**src/rtl/mct_pkg.sv**
```systemverilog
package mct_pkg;
  localparam int unsigned BUS_W  = 8;
  localparam int unsigned ADDR_W = 4;
  localparam int unsigned N_CMP  = 2;
  localparam int unsigned N_REGS = 1 << ADDR_W;

  localparam logic [ADDR_W-1:0] A_CTRL     = 4'h0;
  localparam logic [ADDR_W-1:0] A_DIV      = 4'h1;
  localparam logic [ADDR_W-1:0] A_CMP_BASE = 4'h2;
  localparam logic [ADDR_W-1:0] A_STAT     = 4'h6;
  localparam logic [ADDR_W-1:0] A_STAGE    = 4'h7;
  localparam logic [ADDR_W-1:0] A_CNT_HI   = 4'h8;
  localparam logic [ADDR_W-1:0] A_CNT_LO   = 4'h9;

  typedef logic [BUS_W-1:0] byte_t;
endpackage

```
**src/rtl/mct_prescaler.sv**
```systemverilog
module mct_prescaler #(
  parameter int unsigned DIV_W = 8
) (
  input  logic             clk,
  input  logic             rst,
  input  logic             run_i,
  input  logic [DIV_W-1:0] div_i,
  output logic             step_o
);
  logic             half_q;
  logic [DIV_W-1:0] pc_q;

  always_ff @(posedge clk) begin
    if (rst) begin
      half_q <= 1'b0;
      pc_q   <= '0;
      step_o <= 1'b0;
    end else begin
      step_o <= 1'b0;
      if (!run_i) begin
        half_q <= 1'b0;
        pc_q   <= '0;
      end else begin
        half_q <= ~half_q;
        if (half_q) begin
          if (pc_q >= div_i) begin
            pc_q   <= '0;
            step_o <= 1'b1;
          end else begin
            pc_q <= pc_q + 1'b1;
          end
        end
      end
    end
  end

  // steps are never back to back (half-rate base)
  p_step_gap_r2: assert property (@(posedge clk) disable iff (rst)
    step_o |=> !step_o);
endmodule

```
**src/rtl/mct_counter.sv**
```systemverilog
module mct_counter #(
  parameter int unsigned CNT_W = 10
) (
  input  logic             clk,
  input  logic             rst,
  input  logic             step_i,
  output logic [CNT_W-1:0] cnt_o,
  output logic             moved_o
);
  localparam logic [CNT_W-1:0] CNT_MAX = '1;

  always_ff @(posedge clk) begin
    if (rst) begin
      cnt_o   <= '0;
      moved_o <= 1'b0;
    end else begin
      moved_o <= step_i;
      if (step_i) cnt_o <= cnt_o + 1'b1;
    end
  end

  // count only moves on a prescaler step
  p_hold_r2: assert property (@(posedge clk) disable iff (rst)
    !step_i |=> $stable(cnt_o));
  // arriving at zero only from the top value
  p_wrap_r3: assert property (@(posedge clk) disable iff (rst)
    (moved_o && cnt_o == '0) |-> $past(cnt_o) == CNT_MAX);
endmodule

```
**src/rtl/mct_comparator.sv**
```systemverilog
module mct_comparator #(
  parameter int unsigned CNT_W = 10
) (
  input  logic             clk,
  input  logic             rst,
  input  logic [CNT_W-1:0] cnt_i,
  input  logic             moved_i,
  input  logic             wr_hi_i,
  input  logic             wr_lo_i,
  input  logic [7:0]       wdata_i,
  output logic [CNT_W-1:0] pend_o,
  output logic             match_o
);
  localparam int unsigned HI_W = CNT_W - 8;

  logic [CNT_W-1:0] act_q;
  logic [CNT_W-1:0] pend_q;
  logic             hit;

  assign hit    = moved_i && (cnt_i == act_q);
  assign pend_o = pend_q;

  always_ff @(posedge clk) begin
    if (rst) begin
      act_q   <= '0;
      pend_q  <= '0;
      match_o <= 1'b0;
    end else begin
      match_o <= hit;
      if (hit) act_q <= pend_q;
      if (wr_lo_i) pend_q[7:0] <= wdata_i;
      if (wr_hi_i) pend_q[CNT_W-1:8] <= wdata_i[HI_W-1:0];
    end
  end

  // a match pulse lasts one cycle
  p_pulse_single_r4: assert property (@(posedge clk) disable iff (rst)
    match_o |=> !match_o);
  // a software write alone never alters the active value
  p_write_defer_r5: assert property (@(posedge clk) disable iff (rst)
    ((wr_lo_i || wr_hi_i) && !hit) |=> act_q == $past(act_q));
endmodule

```
**src/rtl/mct_outstage.sv**
```systemverilog
module mct_outstage #(
  parameter int unsigned OUT_W = 4,
  parameter int unsigned NSRC  = 2
) (
  input  logic             clk,
  input  logic             rst,
  input  logic             wr_i,
  input  logic [OUT_W-1:0] bits_i,
  input  logic [((NSRC > 1) ? $clog2(NSRC) : 1)-1:0] sel_i,
  input  logic [NSRC-1:0]  match_i,
  output logic [OUT_W-1:0] stage_o,
  output logic [((NSRC > 1) ? $clog2(NSRC) : 1)-1:0] sel_o,
  output logic [OUT_W-1:0] pins_o
);
  logic load;
  assign load = match_i[sel_o];

  always_ff @(posedge clk) begin
    if (rst) begin
      stage_o <= '0;
      sel_o   <= '0;
      pins_o  <= '0;
    end else begin
      if (load) pins_o <= stage_o;
      if (wr_i) begin
        stage_o <= bits_i;
        sel_o   <= sel_i;
      end
    end
  end

  // pins move only on the selected comparator's pulse
  p_pins_hold_r8: assert property (@(posedge clk) disable iff (rst)
    !match_i[sel_o] |=> $stable(pins_o));
endmodule

```
**src/rtl/mct_timer.sv**
```systemverilog
module mct_timer
  import mct_pkg::*;
#(
  parameter int unsigned CNT_W = 10,
  parameter int unsigned DIV_W = 8,
  parameter int unsigned OUT_W = 4
) (
  input  logic                clk,
  input  logic                rst,
  input  logic                wr_en,
  input  logic                rd_en,
  input  logic [ADDR_W-1:0]   addr,
  input  logic [BUS_W-1:0]    wdata,
  output logic [2*BUS_W-1:0]  rdata,
  output logic                irq,
  output logic [N_CMP-1:0]    match_pulse,
  output logic [OUT_W-1:0]    out_pins
);
  localparam int unsigned HI_W  = CNT_W - BUS_W;
  localparam int unsigned SEL_W = (N_CMP > 1) ? $clog2(N_CMP) : 1;

  logic             run_q;
  logic [DIV_W-1:0] div_q;
  logic [N_CMP-1:0] flag_q;
  logic [N_CMP-1:0] flag_nx;
  logic             step;
  logic             moved;
  logic [CNT_W-1:0] cnt;
  logic [CNT_W-1:0] pend [N_CMP];
  logic [OUT_W-1:0] stage;
  logic [SEL_W-1:0] sel;
  logic             clr;
  logic [ADDR_W-1:0] addr_nx;
  byte_t            regs_v [N_REGS];

  mct_prescaler #(.DIV_W(DIV_W)) u_pre (
    .clk(clk), .rst(rst), .run_i(run_q), .div_i(div_q), .step_o(step)
  );

  mct_counter #(.CNT_W(CNT_W)) u_cnt (
    .clk(clk), .rst(rst), .step_i(step), .cnt_o(cnt), .moved_o(moved)
  );

  for (genvar i = 0; i < N_CMP; i++) begin : g_cmp
    logic wr_hi, wr_lo;
    assign wr_hi = wr_en && (addr == A_CMP_BASE + ADDR_W'(2*i));
    assign wr_lo = wr_en && (addr == A_CMP_BASE + ADDR_W'(2*i + 1));

    mct_comparator #(.CNT_W(CNT_W)) u_cmp (
      .clk(clk), .rst(rst), .cnt_i(cnt), .moved_i(moved),
      .wr_hi_i(wr_hi), .wr_lo_i(wr_lo), .wdata_i(wdata),
      .pend_o(pend[i]), .match_o(match_pulse[i])
    );

    // a pulse always leaves its flag set (set beats clear, R7)
    p_flag_set_r6: assert property (@(posedge clk) disable iff (rst)
      match_pulse[i] |=> flag_q[i]);
  end

  mct_outstage #(.OUT_W(OUT_W), .NSRC(N_CMP)) u_out (
    .clk(clk), .rst(rst),
    .wr_i(wr_en && addr == A_STAGE),
    .bits_i(wdata[OUT_W-1:0]),
    .sel_i(wdata[BUS_W-1 -: SEL_W]),
    .match_i(match_pulse),
    .stage_o(stage), .sel_o(sel), .pins_o(out_pins)
  );

  assign clr     = rd_en && (addr == A_STAT);
  assign flag_nx = (flag_q & ~{N_CMP{clr}}) | match_pulse;
  assign addr_nx = addr + 1'b1;

  always_ff @(posedge clk) begin
    if (rst) begin
      run_q  <= 1'b0;
      div_q  <= '0;
      flag_q <= '0;
      irq    <= 1'b0;
    end else begin
      flag_q <= flag_nx;
      irq    <= |flag_nx;
      if (wr_en && addr == A_CTRL) run_q <= wdata[0];
      if (wr_en && addr == A_DIV)  div_q <= wdata[DIV_W-1:0];
    end
  end

  always_comb begin
    for (int k = 0; k < N_REGS; k++) regs_v[k] = '0;
    regs_v[A_CTRL][0]           = run_q;
    regs_v[A_DIV][DIV_W-1:0]    = div_q;
    for (int k = 0; k < N_CMP; k++) begin
      regs_v[A_CMP_BASE + ADDR_W'(2*k)][HI_W-1:0] = pend[k][CNT_W-1:BUS_W];
      regs_v[A_CMP_BASE + ADDR_W'(2*k + 1)]       = pend[k][BUS_W-1:0];
    end
    regs_v[A_STAT][N_CMP-1:0]   = flag_q;
    regs_v[A_STAGE][OUT_W-1:0]  = stage;
    regs_v[A_STAGE][BUS_W-1 -: SEL_W] = sel;
    regs_v[A_CNT_HI][HI_W-1:0]  = cnt[CNT_W-1:BUS_W];
    regs_v[A_CNT_LO]            = cnt[BUS_W-1:0];
  end

  always_ff @(posedge clk) begin
    if (rst) rdata <= '0;
    else if (rd_en) rdata <= {regs_v[addr_nx], regs_v[addr]};
  end

  // the interrupt line follows the flags
  p_irq_tracks_r6: assert property (@(posedge clk) disable iff (rst)
    irq == (|flag_q));
  // a status read with no pulse leaves the flags empty
  p_clear_r7: assert property (@(posedge clk) disable iff (rst)
    (clr && match_pulse == '0) |=> flag_q == '0);
endmodule

```
**config.mk**
```make
export PLATFORM = sky130hd
export DESIGN_NAME = mct_timer
export DESIGN_NICKNAME = d
export VERILOG_FILES = /design/src/rtl/mct_pkg.sv /design/src/rtl/mct_prescaler.sv /design/src/rtl/mct_counter.sv /design/src/rtl/mct_comparator.sv /design/src/rtl/mct_outstage.sv /design/src/rtl/mct_timer.sv
export SDC_FILE = /design/constraint.sdc
export NUM_CORES = 1
export LEC_CHECK = 0
export BUFFER_PORTS_ARGS = -buffer_cell sky130_fd_sc_hd__buf_4
export CORE_UTILIZATION = 30
export CTS_CLUSTER_DIAMETER = 50
export DETAILED_ROUTE_END_ITERATION = 6
export PLACE_DENSITY = 0.52
export SETUP_SLACK_MARGIN = 0.05
export SLEW_MARGIN = 5
export SYNTH_ARGS = -nofsm -noshare
export SYNTH_HDL_FRONTEND = slang
export SYNTH_SLANG_ARGS = --single-unit
```
**constraint.sdc**
```tcl
create_clock -name clk -period 2.3 [get_ports clk]
set_clock_uncertainty 0.05 [all_clocks]
set_input_delay 0.345 -clock clk [delete_from_list [all_inputs] [get_ports clk]]
set_output_delay 0.345 -clock clk [all_outputs]
set_load 0.02 [all_outputs]
```
==> results.yml, run 1 <==
pwr:
  p_int_mw: 2.75
  p_leak_nw: 2.15
  p_seq_frac: 0.487
  switching_share: 0.239
  switchingPower_uw: 863
  combPwrFrac: 0.072
  ir_drop_uv: 425
  p_per_area_nw_per_um2: 626
  p_clk_frac: 0.441
grt:
  grt_pass1_wl_um: 21600
  grt_util_met1: 0.245
  gr-total-overflow: 0
  grt-busiest-layer: "met2"
  grt.total_usage: 0.177
  grtUsageMet3: 0.0476
  grt_pass1_vias: 3620
  grt_max_degree: 34
  met2_usage: 0.268
  antenna_found_initial: 0
clocking:
  worstSkewPairLatency_ns: 0.35
  clock-sinks: 100
  h-tree-depth: 3
  cts_tree: "built"
  clockRootBuffer: "clkbuf_16"
  numCtsBuffers: 9
  clockBufferDepth: 2
  post-cts-setup-buffer-count: 0
  cts.repair.resized: 0
  path_clk_slew_ns: 0.07
  ctsHoldBuffers: 0
yosys:
  synth_top_family_by_area: "simple AND/OR/NAND/NOR gates"
  yosys_warnings: 0
  syn-cell-area_um2: 4910
  syn_avg_cell_area_um2: 9.07
  synth-compound-area-share: 0.0998
  yosys-top-cells-count: "100 x dfxtp_1, 77 x nor2_1, 57 x mux2i_1"
  synth-adder-area-share: 0.0356
  synth_xor_area_frac: 0.0662
  synth-edff-count: 0
  synth_top_area_share: 0.407
  syn_inst: 542
  synth_seq_area_share: 0.407
  synth_nets: 572
  yosysTopAreaCell: "dfxtp_1"
  synthArstFlopShare: 0
  ys_types: 45
  synth.mux.area_fraction: 0.168
  synthSimpleGateAreaFrac: 0.171
  yosysMostFrequentCell: "dfxtp_1"
  synth_area_leaders: "dfxtp_1 41%, mux2i_1 12%, nor2_1 5.9%"
  synth-seq-cells: 100
  synth_ff_type: "dfxtp_1"
worst_setup_path:
  r2r_start: "div_q[2]"
  worstSetupPathType: "register to register"
  required_ns: 2.54
  reg2reg_slack_ns: 0.24
  cp.arrival_ns: 2.30
  path_max_fanout: 5
  cp-start-kind: "register"
  endpoint_kind: "register"
  rr_worst_depth: 7
  reg2reg_to: "u_pre.pc_q[5]"
finish:
  design_area_um2: 5760
  layout-area-overhead-vs-synth_pct: 17.3
  final_util: 0.362
  antenna_cells: 0
  num-nets-final: 605
  drive_above_1_share: 0.157
route:
  ant_nets: 0
  drt-total-wl_um: 14200
  drt-wirelength-per-cell_um: 17.8
  via_count: 3968
  post_drt_via_cell_ratio: 4.98
  drtIter0Drc: 307
  drc: 0
  first_pass_iters: 5
flow_run:
  drv_cap: 0
floorplan:
  core_um2: 15900
  die_height_um: 130
  die_w_um: 130
  rows: 46
  ios: 39
  design.die.area_um2: 16900
  start_util: 0.308
timing:
  max-slew-margin-rel: 0.616
  fmax_mhz: 486
  finalCritPeriodShare: 0.895
  tns_ns: 0
  slew_violations: 0
  min_period_ns: 2.06
  final_hold_viol_count: 0
  setup_viol: 0
  max_slew.worst_pin.slew_ns: 0.571
  rsz0062_at_grt: "no"
min_path:
  hold_class: "input pin to register"
  min-delay-start: "wdata[6]"
  min_path_cells: 3
  min_to: "g_cmp[1].u_cmp.pend_o[6]"
status:
  run_status: "completed"
placement:
  gp_congestion: 0.842
  placed_area_um2: 5450
  numPortBuffers: 38
  hpwl_um: 10600
==> routing by layer <==
| metal | part of all wire | wire (µm) | vias to the layer above |
|---|---|---|---|
| met5 | 0 | 0 | - |
| met4 | 0.020 | 278 | 0 |
| met3 | 0.054 | 759 | 19 |
| met2 | 0.43 | 6140 | 116 |
| met1 | 0.49 | 6990 | 1888 |
| li1 | - | - | 1945 |
==> final cells by class <==
type	count	area, µm²
well taps	216	270
repair buffers	60	450
inverters	16	60.1
clock inverters	5	60.1
fillers	1640	10200
flip-flops and latches	100	2000
clock buffers	11	253
multi-input cells	388	2670
==> cell families (layout without fill, tap and decap cells) <==
logic type	Yosys count	count (layout)
simple gates	190	190
flops	100	100
compound gates	79	79
mux	70	70
buf+inv	54	92
xor+xnor	35	35
fa+ha+maj	14	14
==> critical path, cell delays in order (launching register included) <==
cell      delay (ns)
dfxtp_1         0.44
inv_1           0.07
ha_1            0.31
a211oi_1        0.22
o21ai_0         0.14
a21oi_1         0.38
o21bai_1        0.23
nor2_1          0.14
==> through the flow <==
step | instances | power, mW | worst slack (ns) | hold slack (ns)
floorplan | 542 | 1.95 | 0.0940 | 0.399
global placement | 780 | 2.05 | 0.143 | 0.396
detailed placement | 780 | 2.05 | 0.0953 | 0.404
CTS | 796 | 3.64 | 0.268 | 0.206
global route | 796 | 3.75 | 0.0528 | 0.203
finish | 796 | 3.61 | 0.242 | 0.217
==> flip-flops by register name (all words and copies together), names as in the netlist <==
| signal | flops |
|---|---|
| u_pre.step_o | 1 |
| flag_q | 2 |
| u_pre.half_q | 1 |
| run_q | 1 |
| div_q | 8 |
| u_out.pins_o | 4 |
| u_cnt.cnt_o | 10 |
| u_pre.pc_q | 8 |
| u_out.stage_o | 4 |
| g_cmp.u_cmp.pend_o | 20 |
| rdata | 16 |
| u_cnt.moved_o | 1 |
| irq | 1 |
| u_out.sel_o | 1 |
| g_cmp.u_cmp.act_q | 20 |
| g_cmp.u_cmp.match_o | 2 |
==> power groups by stage <==
stage	sequential (mW)	clock (mW)	combinational, mW
floorplan	1.79	0	0.159
global placement	1.80	0	0.254
detailed placement	1.80	0	0.257
CTS	1.76	1.62	0.257
global route	1.76	1.71	0.279
finish	1.76	1.59	0.260
==> cell usage in the layout, fill, tap and decap left out, drive strengths merged, types with 4 or more instances in the layout <==
| master | n |
|---|---|
| mux4 | 9 |
| a221o | 4 |
| mux2i | 57 |
| nand3 | 12 |
| dfxtp | 100 |
| nor2b | 6 |
| mux2 | 4 |
| inv | 16 |
| nand2b | 5 |
| nor4 | 4 |
| xnor2 | 28 |
| nor3 | 5 |
| a22oi | 4 |
| nand2 | 55 |
| o31ai | 6 |
| nand4 | 14 |
| buf | 60 |
| a21oi | 34 |
| o22ai | 4 |
| ha | 14 |
| and3 | 5 |
| clkbuf | 11 |
| o21ai | 13 |
| nor2 | 78 |
| xor2 | 7 |
==> how the worst max path moves through the flow <==
| stage | end | startpoint | depth (start not counted) | slack [ns] |
|---|---|---|---|---|
| after global placement | rdata[11] | addr[0] | 7 | 0.14 |
| after floorplan | rdata[9] | addr[1] | 9 | 0.09 |
| after detailed placement | rdata[11] | addr[0] | 7 | 0.1 |
| after CTS | u_pre.pc_q[5] | div_q[2] | 7 | 0.27 |
| final | u_pre.pc_q[5] | div_q[2] | 7 | 0.24 |
| after global routing | u_pre.pc_q[3] | div_q[2] | 7 | 0.05 |
Note: power is estimated with default switching activity, not from simulation.
==> run 2: changes to the inputs <==
Settings changed: ABC_CLOCK_PERIOD_IN_PS from default to 2300, MAX_ROUTING_LAYER from default to met4.
==> results.yml, run 2 (same netlist as run 1, synthesis figures left out) <==
clocking:
  clockRootBuffer: "clkbuf_16"
  post-cts-setup-buffer-count: 0
  ctsHoldBuffers: 0
  worstSkewPairLatency_ns: 0.35
  cts_tree: "built"
  clockBufferDepth: 2
  clock-sinks: 100
  numCtsBuffers: 9
  path_clk_slew_ns: 0.07
  h-tree-depth: 3
  cts.repair.resized: 0
pwr:
  ir_drop_uv: 405
  p_per_area_nw_per_um2: 617
  report.power.total_mw: 3.54
  p_leak_nw: 2.13
grt:
  gr-total-overflow: 0
  antenna_found_initial: 0
  grt_max_degree: 36
  grt_pass1_vias: 3589
  grt_pass1_wl_um: 21300
  grt.total_usage: 0.178
timing:
  finalCritPeriodShare: 0.848
  max-slew-margin-rel: 0.595
  rsz0062_at_grt: "no"
  setup_viol: 0
  tns_ns: 0
  min_period_ns: 1.95
  fmax_mhz: 513
  hold_ws_ns: 0.217
  max_slew.worst_pin.slew_ns: 0.602
  final_hold_viol_count: 0
  slew_violations: 0
  timing.final.ws_setup_ns: 0.349
floorplan:
  rows: 46
  ios: 39
  design.die.area_um2: 16900
  die_height_um: 130
  core_um2: 15900
  die_w_um: 130
  start_util: 0.308
worst_setup_path:
  worstSetupPathType: "register to register"
  cp_num_buf_inv: 1
  cp-start-kind: "register"
  slowest_stage: "dfxtp_1"
  endpoint_kind: "register"
  cp.arrival_ns: 2.19
  path_cells: "inv_1 -> ha_1 -> a211oi_1 -> o21ai_0 -> a21oi_1 -> o21bai_1 -> nor2_1"
  path_max_fanout: 5
  crit_family: "compound AO/OA/AOI/OAI gates"
  slowest_delay_ns: 0.41
  required_ns: 2.54
route:
  drtIter0Drc: 231
  ant_nets: 0
  drt-wirelength-per-cell_um: 17.3
  via_count: 3875
  post_drt_via_cell_ratio: 4.88
  drc: 0
  first_pass_iters: 4
  drt-total-wl_um: 13800
finish:
  layout-area-overhead-vs-synth_pct: 16.6
  num-nets-final: 603
  drive_above_1_share: 0.149
  layout_commonest_cell: "dfxtp_1"
  final_cell_mix: "100 x dfxtp_1, 77 x nor2_1, 58 x buf_4"
  antenna_cells: 0
min_path:
  hold_class: "input pin to register"
placement:
  hpwl_um: 10600
  place_ws_ns: 0.125
  numPortBuffers: 38
  gp_congestion: 0.826
status:
  run_status: "completed"
flow_run:
  drv_cap: 0
run 2: final cells by class:
type | count | area [µm²]
clock buffer | 13 | 250
clock inverter | 3 | 46.3
fill | 1684 | 10200
inverter | 16 | 60.1
multi-input combinational | 388 | 2670
sequential | 100 | 2000
tap | 216 | 270
timing repair buffer | 58 | 435
run 2: worst paths after layout:
check,from,end,slack (ns),depth (start not counted)
setup / recovery,div_q[2],u_pre.pc_q[5],0.35,7
hold / removal,wdata[5],g_cmp[0].u_cmp.pend_o[5],0.22,3
setup reg to reg,div_q[2],u_pre.pc_q[5],0.35,7
hold reg to reg,rdata[4],rdata[4],0.41,2
run 2: worst reg2reg max path, stage by stage, from the launching register on:
cell and delay [ns]:
dfxtp_1 0.41, inv_1 0.07, ha_1 0.30, a211oi_1 0.21, o21ai_0 0.14, a21oi_1 0.34, o21bai_1 0.21, nor2_1 0.14
run 2: through the flow:
stage,area (µm²),utilization,instances
3_5_place_dp,5440,0.341,778
4_1_cts,5730,0.360,794
6_report,5730,0.360,794
3_3_place_gp,5440,0.341,778
5_1_grt,5730,0.360,794
2_1_floorplan,4910,-,542
run 2: per-layer routing:
| metal | vias up | track usage | share of wire |
|---|---|---|---|
| li1 | 1940 | - | - |
| met1 | 1834 | 0.243 | 0.50 |
| met2 | 90 | 0.265 | 0.44 |
| met3 | 11 | 0.0410 | 0.051 |
| met4 | 0 | 0.0397 | 0.0092 |
| met5 | - | - | 0 |
run 2: power breakdown:
| group | internal, mW | total (mW) | switching, mW |
|---|---|---|---|
| Combinational | 0.0995 | 0.255 | 0.156 |
| Sequential | 1.74 | 1.76 | 0.0146 |
| Clock | 0.877 | 1.53 | 0.650 |
| Total | 2.72 | 3.54 | 0.821 |
==> run 3: changes to the inputs <==
Settings changed: ABC_CLOCK_PERIOD_IN_PS 2300 to 1800, PLACE_DENSITY 0.52 to 0.51.
Clock period 2.3 ns to 1.8 ns, I/O delays scaled along.
==> results.yml, run 3 (same netlist as run 1, synthesis figures left out) <==
route:
  drtIter0Drc: 296
  drt-total-wl_um: 14500
  first_pass_iters: 5
  drt-wirelength-per-cell_um: 17.5
  ant_nets: 0
  post_drt_via_cell_ratio: 4.97
  drc: 0
  via_count: 4132
finish:
  fin_cells: 831
  drive_above_1_share: 0.239
  num-nets-final: 641
  layout-area-overhead-vs-synth_pct: 24.7
  final_cell_mix: "94 x buf_4, 92 x dfxtp_1, 77 x nor2_1"
  layout_commonest_cell: "buf_4"
  antenna_cells: 0
  final_util: 0.385
grt:
  gr-total-overflow: 0
  grt_pass1_wl_um: 22600
  grt_util_met1: 0.251
  grt.total_usage: 0.189
  grtUsageMet3: 0.0435
  grt_pass1_vias: 3973
  grt-busiest-layer: "met2"
  antenna_found_initial: 0
  grt_max_degree: 31
  met2_usage: 0.286
timing:
  min_period_ns: 1.64
  fmax_mhz: 609
  final_hold_viol_count: 0
  max-slew-margin-rel: 0.622
  slew_violations: 0
  rsz0062_at_grt: "yes"
  max_slew.worst_pin.slew_ns: 0.562
  setup_viol: 0
  finalCritPeriodShare: 0.912
  hold_ws_ns: 0.147
clocking:
  clockBufferDepth: 2
  clockRootBuffer: "clkbuf_16"
  worstSkewPairLatency_ns: 0.35
  path_clk_slew_ns: 0.07
  clock-sinks: 100
  numCtsBuffers: 9
  cts_tree: "built"
  ctsHoldBuffers: 0
  h-tree-depth: 3
worst_setup_path:
  cp.arrival_ns: 1.83
  reg2reg_slack_ns: 0.16
  r2r_start: "div_q[5]"
  path_max_fanout: 2
  slowest_delay_ns: 0.33
  rr_worst_depth: 7
  cp_num_buf_inv: 1
  crit_family: "compound AO/OA/AOI/OAI gates"
  worstSetupPathType: "register to register"
  slowest_stage: "dfxtp_1"
  reg2reg_to: "u_pre.pc_q[2]"
  required_ns: 1.99
  path_cells: "inv_1 -> ha_1 -> nand2_1 -> nor3_2 -> a211oi_1 -> o21ai_0 -> a21oi_2"
  cp-start-kind: "register"
  endpoint_kind: "register"
min_path:
  min_to: "div_q[2]"
  min-delay-start: "wdata[2]"
  min_path_cells: 3
  hold_class: "input pin to register"
placement:
  numPortBuffers: 38
  hpwl_um: 11400
  post-place-cells: 816
  gp_congestion: 0.895
floorplan:
  core_um2: 15900
  rows: 46
  die_height_um: 130
  die_w_um: 130
  ios: 39
  design.die.area_um2: 16900
  start_util: 0.308
pwr:
  ir_drop_uv: 473
  p_leak_nw: 2.35
  p_per_area_nw_per_um2: 761
flow_run:
  drv_cap: 0
status:
  run_status: "completed"
-- run 3: cell types whose count changed in the layout (fill, tap and decap cells not counted), moves of 3 or more --
cell      before  now
dfxtp_1      100   92
a21oi_1       34   31
inv_1         16   13
a21oi_2        0    3
buf_4         58   94
clkbuf_1       3    0
dfxtp_2        0    8
-- run 3: layout make-up --
class,instances,area (µm²)
Fill cell,1638,9810
Multi-Input combinational cell,388,2730
Sequential cell,100,2010
Timing Repair Buffer,96,737
Tap cell,216,270
Clock buffer,12,267
Inverter,16,70.1
Clock inverter,3,45.0
-- run 3: how the worst max path moves through the flow --
stage	cells after the start	end	start	slack, ns
6_report	7	u_pre.pc_q[2]	div_q[5]	0.16
4_1_cts	8	u_pre.pc_q[2]	div_q[5]	0.05
3_5_place_dp	7	rdata[12]	addr[0]	-0.14
5_1_grt	8	u_pre.pc_q[2]	div_q[3]	0.04
3_3_place_gp	6	rdata[10]	addr[0]	-0.1
2_1_floorplan	9	rdata[9]	addr[0]	-0.05
-- run 3: where the power goes --
part,switching (mW),internal (mW),total (mW)
Sequential,0.0152,2.23,2.24
Combinational,0.220,0.160,0.381
Clock,0.862,1.18,2.05
-- run 3: worst min-delay path, stage by stage --
cell	delay, ns
buf_4	0.14
nand2_1	0.06
a21oi_1	0.05
-- run 3: per-stage QoR --
step	power, mW	TNS, ns	cell area (µm²)	setup WS (ns)
2_1_floorplan	2.51	-0.0760	4970	-0.0503
3_5_place_dp	2.67	-0.746	5760	-0.140
5_1_grt	4.83	0	6130	0.0377
6_report	4.67	0	6130	0.159
3_3_place_gp	2.66	-0.530	5760	-0.0979
4_1_cts	4.71	0	6080	0.0543
-- run 3: layer usage --
layer	part of all wire	up-vias	routed length (µm)
met5	0	-	0
met4	0.016	0	233
met3	0.051	17	736
met2	0.45	101	6560
met1	0.48	1996	7000
li1	-	2018	-
-- run 3: repair_timing --
item / 4_1_cts / 5_1_grt
setup endpoints to repair: 3 / 21
setup buffers: 0 / 0
gates resized for setup: 3 / 17
cloned: 0 / 0
endpoints found under the hold margin: 0 / 0
pin swaps: 3 / 5
